--- src/rtl/wdog_pkg.sv ---
package wdog_pkg;
  parameter int unsigned LIMIT_W_DEF   = 16;
  parameter int unsigned PULSE_LEN_DEF = 4;
endpackage

--- src/rtl/wdog_interval.sv ---
module wdog_interval #(
  parameter int unsigned W = 16
) (
  input  logic         clk_i,
  input  logic         rst_ni,
  input  logic         qualify_i,
  input  logic         hold_i,
  input  logic [W-1:0] limit_i,
  output logic         trip_o
);
  logic [W-1:0] cnt_q, cnt_d;
  logic         enabled;
  logic         at_end;

  assign enabled = (limit_i != '0);
  // >= guards a limit lowered below the running count
  assign at_end  = ({1'b0, cnt_q} + 1'b1) >= {1'b0, limit_i};
  assign trip_o  = qualify_i && !hold_i && enabled && at_end;

  always_comb begin
    if (hold_i || !qualify_i || !enabled || trip_o) cnt_d = '0;
    else                                            cnt_d = cnt_q + 1'b1;
  end

  always_ff @(posedge clk_i or negedge rst_ni) begin
    if (!rst_ni) cnt_q <= '0;
    else         cnt_q <= cnt_d;
  end

  p_count_up_r1: assert property (@(posedge clk_i) disable iff (!rst_ni)
    (qualify_i && !hold_i && enabled && !trip_o) |=> cnt_q == $past(cnt_q) + 1'b1);
  // any break in qualification zeroes the count
  p_break_clears_r3: assert property (@(posedge clk_i) disable iff (!rst_ni)
    !qualify_i |=> cnt_q == '0);
  p_disabled_r6: assert property (@(posedge clk_i) disable iff (!rst_ni)
    !enabled |-> !trip_o);
endmodule

--- src/rtl/wdog_pulse.sv ---
module wdog_pulse #(
  parameter int unsigned LEN = 4
) (
  input  logic clk_i,
  input  logic rst_ni,
  input  logic start_i,
  output logic active_o
);
  localparam int unsigned PW = $clog2(LEN + 1);

  logic [PW-1:0] cnt_q;

  always_ff @(posedge clk_i or negedge rst_ni) begin
    if (!rst_ni)           cnt_q <= '0;
    else if (start_i)      cnt_q <= PW'(LEN);
    else if (cnt_q != '0)  cnt_q <= cnt_q - 1'b1;
  end

  assign active_o = (cnt_q != '0);

  p_pulse_down_r5: assert property (@(posedge clk_i) disable iff (!rst_ni)
    (cnt_q != '0 && !start_i) |=> cnt_q == PW'($past(cnt_q) - 1'b1));
  p_pulse_start_r5: assert property (@(posedge clk_i) disable iff (!rst_ni)
    start_i |=> active_o);
endmodule

--- src/rtl/irq_starve_wdog.sv ---
module irq_starve_wdog
  import wdog_pkg::*;
#(
  parameter int unsigned LIMIT_W   = LIMIT_W_DEF,
  parameter int unsigned PULSE_LEN = PULSE_LEN_DEF
) (
  input  logic               clk_i,
  input  logic               rst_ni,
  input  logic               irq_ni,
  input  logic               user_mode_i,
  input  logic [LIMIT_W-1:0] limit_i,
  input  logic               clr_fired_i,
  output logic               cpu_rst_no,
  output logic               fired_o
);
  logic qualify;
  logic trip;
  logic pulse_active;
  logic fired_q;

  assign qualify = user_mode_i && !irq_ni;

  wdog_interval #(.W(LIMIT_W)) u_interval (
    .clk_i    (clk_i),
    .rst_ni   (rst_ni),
    .qualify_i(qualify),
    .hold_i   (pulse_active),
    .limit_i  (limit_i),
    .trip_o   (trip)
  );

  wdog_pulse #(.LEN(PULSE_LEN)) u_pulse (
    .clk_i   (clk_i),
    .rst_ni  (rst_ni),
    .start_i (trip),
    .active_o(pulse_active)
  );

  always_ff @(posedge clk_i or negedge rst_ni) begin
    if (!rst_ni)          fired_q <= 1'b0;
    else if (trip)        fired_q <= 1'b1;
    else if (clr_fired_i) fired_q <= 1'b0;
  end

  assign cpu_rst_no = !pulse_active;
  assign fired_o    = fired_q;

  p_fire_cause_r4: assert property (@(posedge clk_i) disable iff (!rst_ni)
    $fell(cpu_rst_no) |-> ($past(user_mode_i) && !$past(irq_ni) && $past(limit_i) != '0));
  p_sticky_r7: assert property (@(posedge clk_i) disable iff (!rst_ni)
    (fired_q && !clr_fired_i) |=> fired_q);
  p_fire_sets_r7: assert property (@(posedge clk_i) disable iff (!rst_ni)
    $fell(cpu_rst_no) |-> fired_q);
endmodule

--- config.mk ---
export PLATFORM = sky130hd
export DESIGN_NAME = irq_starve_wdog
export DESIGN_NICKNAME = d
export VERILOG_FILES = /design/src/rtl/wdog_pkg.sv /design/src/rtl/wdog_interval.sv /design/src/rtl/wdog_pulse.sv /design/src/rtl/irq_starve_wdog.sv
export SDC_FILE = /design/constraint.sdc
export NUM_CORES = 1
export LEC_CHECK = 0
export CAP_MARGIN = 25
export CORE_MARGIN = 1.5
export CORE_UTILIZATION = 50
export CTS_CLUSTER_SIZE = 14
export DETAILED_ROUTE_END_ITERATION = 8
export HOLD_SLACK_MARGIN = 0.06
export PLACE_DENSITY_LB_ADDON = 0.25
export SYNTH_ARGS = -nofsm -noshare
export SYNTH_HDL_FRONTEND = slang
export SYNTH_SLANG_ARGS = --single-unit
--- constraint.sdc ---
create_clock -name clk_i -period 6.15 [get_ports clk_i]
set_input_delay 1.23 -clock clk_i [delete_from_list [all_inputs] [get_ports clk_i]]
set_output_delay 1.23 -clock clk_i [all_outputs]
set_load 0.05 [all_outputs]
==> results.md <==
- Outcome: finished, final reports clean
- Avg Inst Size Synth: 10.3 um2
- Worst-path fanout max: 6
- Most frequent cells in the layout: 22 x clkdlybuf4s50_1, 20 x dfrtp_1, 19 x ha_1
- GR Overflow Total: 0
- Worst Hold Launch: fired_o$_DFFE_PN0P_
- Initial antenna violation count: 0
- Starting density of the core: 0.524
- Total track usage: 0.209
- RSZ-0062 raised after global routing: false
- DR pass1 iterations: 4
- Setup crit end kind: output port
- Clock Skews: between 0.007 and 0.008 ns
- Peak supply drop: about 120 uV
- TritonCTS buffer count: 3
- Rel. slew slack: 0.338
- Share of layout cells above drive strength 1: 0.126
- CP arrival: approximately 2.2 ns
- Cells after synthesis: 154
- Family with the most delay on the worst path: buffers and inverters
- Post-CTS Resized: 0
- Worst r2r path cells: 9
- Cts hold-fix bufs: 0
- Mapped cell area: 1590 um2
- Most common cell after layout, fill and taps aside: clkdlybuf4s50_1
- Postcts setup bufs: 0
- Data required, critical path: 4.92 ns
- Post-DP HPWL: 2.57 mm
- Asr flop ratio synth: 1.00
- CP Cell Sequence: inv_1, ha_1, nor2b_1, clkdlybuf4s50_1
- Overall Power: 0.000370 W
- Core Rows: 20
- Area growth syn-to-layout: 17.7%
- Fmax: ~290 MHz
- Core area: 3030 um2
- Drc violations: 0
- Crit share post-route: 0.562
- Via total after detailed routing: 1,216
- WL/cell: between 10 and 15 um
- Final Wtd Congestion: 0.901
- Yosys cell types: 38
- Synthesized flop and latch total: 20
- Io pins: 23
- Drt via density: approximately 5.6
- Hold Path Class: reg -> reg
- P_leak: 0.867 nW
- Port Buffers: 22
- First-pass GRT wire length: 5.46 mm
- TritonCTS clock tree: built
- Clock-pin slew on the worst setup and hold paths: 0.12 ns
- Die X: 59.4 um
- Final hold vios: 0
- Setup TNS: 0 ns
- H-tree depth: 1
- First DRT Iteration DRCs: 45
- Warnings from Yosys: 0
- Die area: 3520 um2
- WL final: ~3.2 mm
- Startpoint types: flop
- Max incr delay on CP: 0.89 ns
- ANT nets after route: 0
- Crit. Startpoint: u_pulse.cnt_q[0]$_DFFE_PN0P_
- Clock root buffer master: clkbuf_4
- Post-synth top flop: dfrtp_1
- Clk sink count: 20
- Largest net degree at the start of global routing: 21
- # fillers: 259
- PD cells: 198 nW/um2
- Clock Latency Late Sink: 0.31 ns
- Crit Path Category: reg -> out
- Min-Delay Path Depth: 1
- Die height: 59.4 um
- Reg-to-reg critical path startpoint: u_interval.cnt_q[0]$_DFF_PN0_
- Maximum clock path buffer count: 2
- CP Buf/Inv Count: 2
- Net Count, Synth: 194
- Worst R2R End: u_pulse.cnt_q[0]$_DFFE_PN0P_
- Register area share after synthesis: 0.315
- Max-slew violations: 0
- Number of synthesized flops with an enable pin: 0
- WHS Endpoint: fired_o$_DFFE_PN0P_
- Tmin final: between 3 and 4 ns
- # diodes: 0
- # nets final: 216
- Max-cap violations: 0
- Flop-to-flop setup slack: 2.79 ns
- Vias in the first global route: 1,281
- Slowest-stage cell, CP: clkdlybuf4s50_1
- Worst-margin pin slew: about 0.99 ns
- Final number of setup-violating endpoints: 0
-- how the worst max path moves through the flow --
stage | endpoint | slack, ns | depth (start not counted)
after floorplan | fired_o$_DFFE_PN0P_ | 3.33 | 7
after global placement | fired_o$_DFFE_PN0P_ | 2.52 | 7
after detailed placement | fired_o$_DFFE_PN0P_ | 2.47 | 7
after CTS | cpu_rst_no | 2.70 | 4
after global routing | cpu_rst_no | 2.56 | 4
final | cpu_rst_no | 2.69 | 4
-- cell usage after synthesis, types with 3 or more instances --
cell      number  area (um2)
nand3_1        7        35.0
nor3_1         3        15.0
a211oi_1       3        22.5
a21o_1         3        22.5
a21oi_1        5        25.0
nand4_1        4        25.0
inv_1         18        67.6
nor2_1         3        11.3
nor3b_1        6        45.0
dfrtp_1       20         500
nand2_1        7        26.3
ha_1          19         238
nor4_1         4        25.0
nor3b_2        9         113
xnor2_1       12         105
-- layer usage --
metal  wire length [um]  vias to the layer above  GRT usage
li1                   -                      597          -
met1               1450                      589      0.243
met2               1620                       24      0.377
met3                 79                        6     0.0306
met4                 51                        0     0.0877
met5                  0                        -          0
-- per-stage QoR --
step	cell area [um2]	hold WS, ns	utilization	cells	setup WS [ns]
5_1_grt	1870	0.577	0.617	219	2.56
2_1_floorplan	1590	0.499	-	154	3.33
3_3_place_gp	1820	0.507	0.600	215	2.52
6_report	1870	0.538	0.617	219	2.69
4_1_cts	1870	0.542	0.617	219	2.70
3_5_place_dp	1820	0.510	0.600	215	2.47
-- logic make-up after synthesis --
group / Yosys count / synth area share
muxes: 1 / 0.00630
and+or+nand+nor: 58 / 0.279
adders and majority gates: 19 / 0.150
buffers and inverters: 23 / 0.0717
AOI/OAI and AO/OA: 18 / 0.0906
DFF: 20 / 0.315
xor gates and xnor gates: 15 / 0.0875
-- registers in the layout, indices dropped and copies added, names as in the netlist --
signal and flops:
u_pulse.cnt_q 3, fired_o 1, u_interval.cnt_q 16
-- area by class of cell --
| type | instances | area [um2] | share of cell area |
|---|---|---|---|
| timing repair buffer | 22 | 220 | 0.118 |
| clock buffer | 3 | 22.5 | 0.0120 |
| sequential | 20 | 500 | 0.268 |
| inverter | 18 | 67.6 | 0.0361 |
| clock inverter | 1 | 30.0 | 0.0161 |
| multi-input combinational | 111 | 973 | 0.521 |
| tap | 44 | 55.1 | 0.0295 |
-- report_power, final --
part           internal [W]  leakage, nW  switching [W]
Sequential         0.000143        0.273     0.00000619
Clock             0.0000659       0.0279      0.0000453
Combinational     0.0000502        0.566      0.0000592
Power figures use the tool's default switching activity.
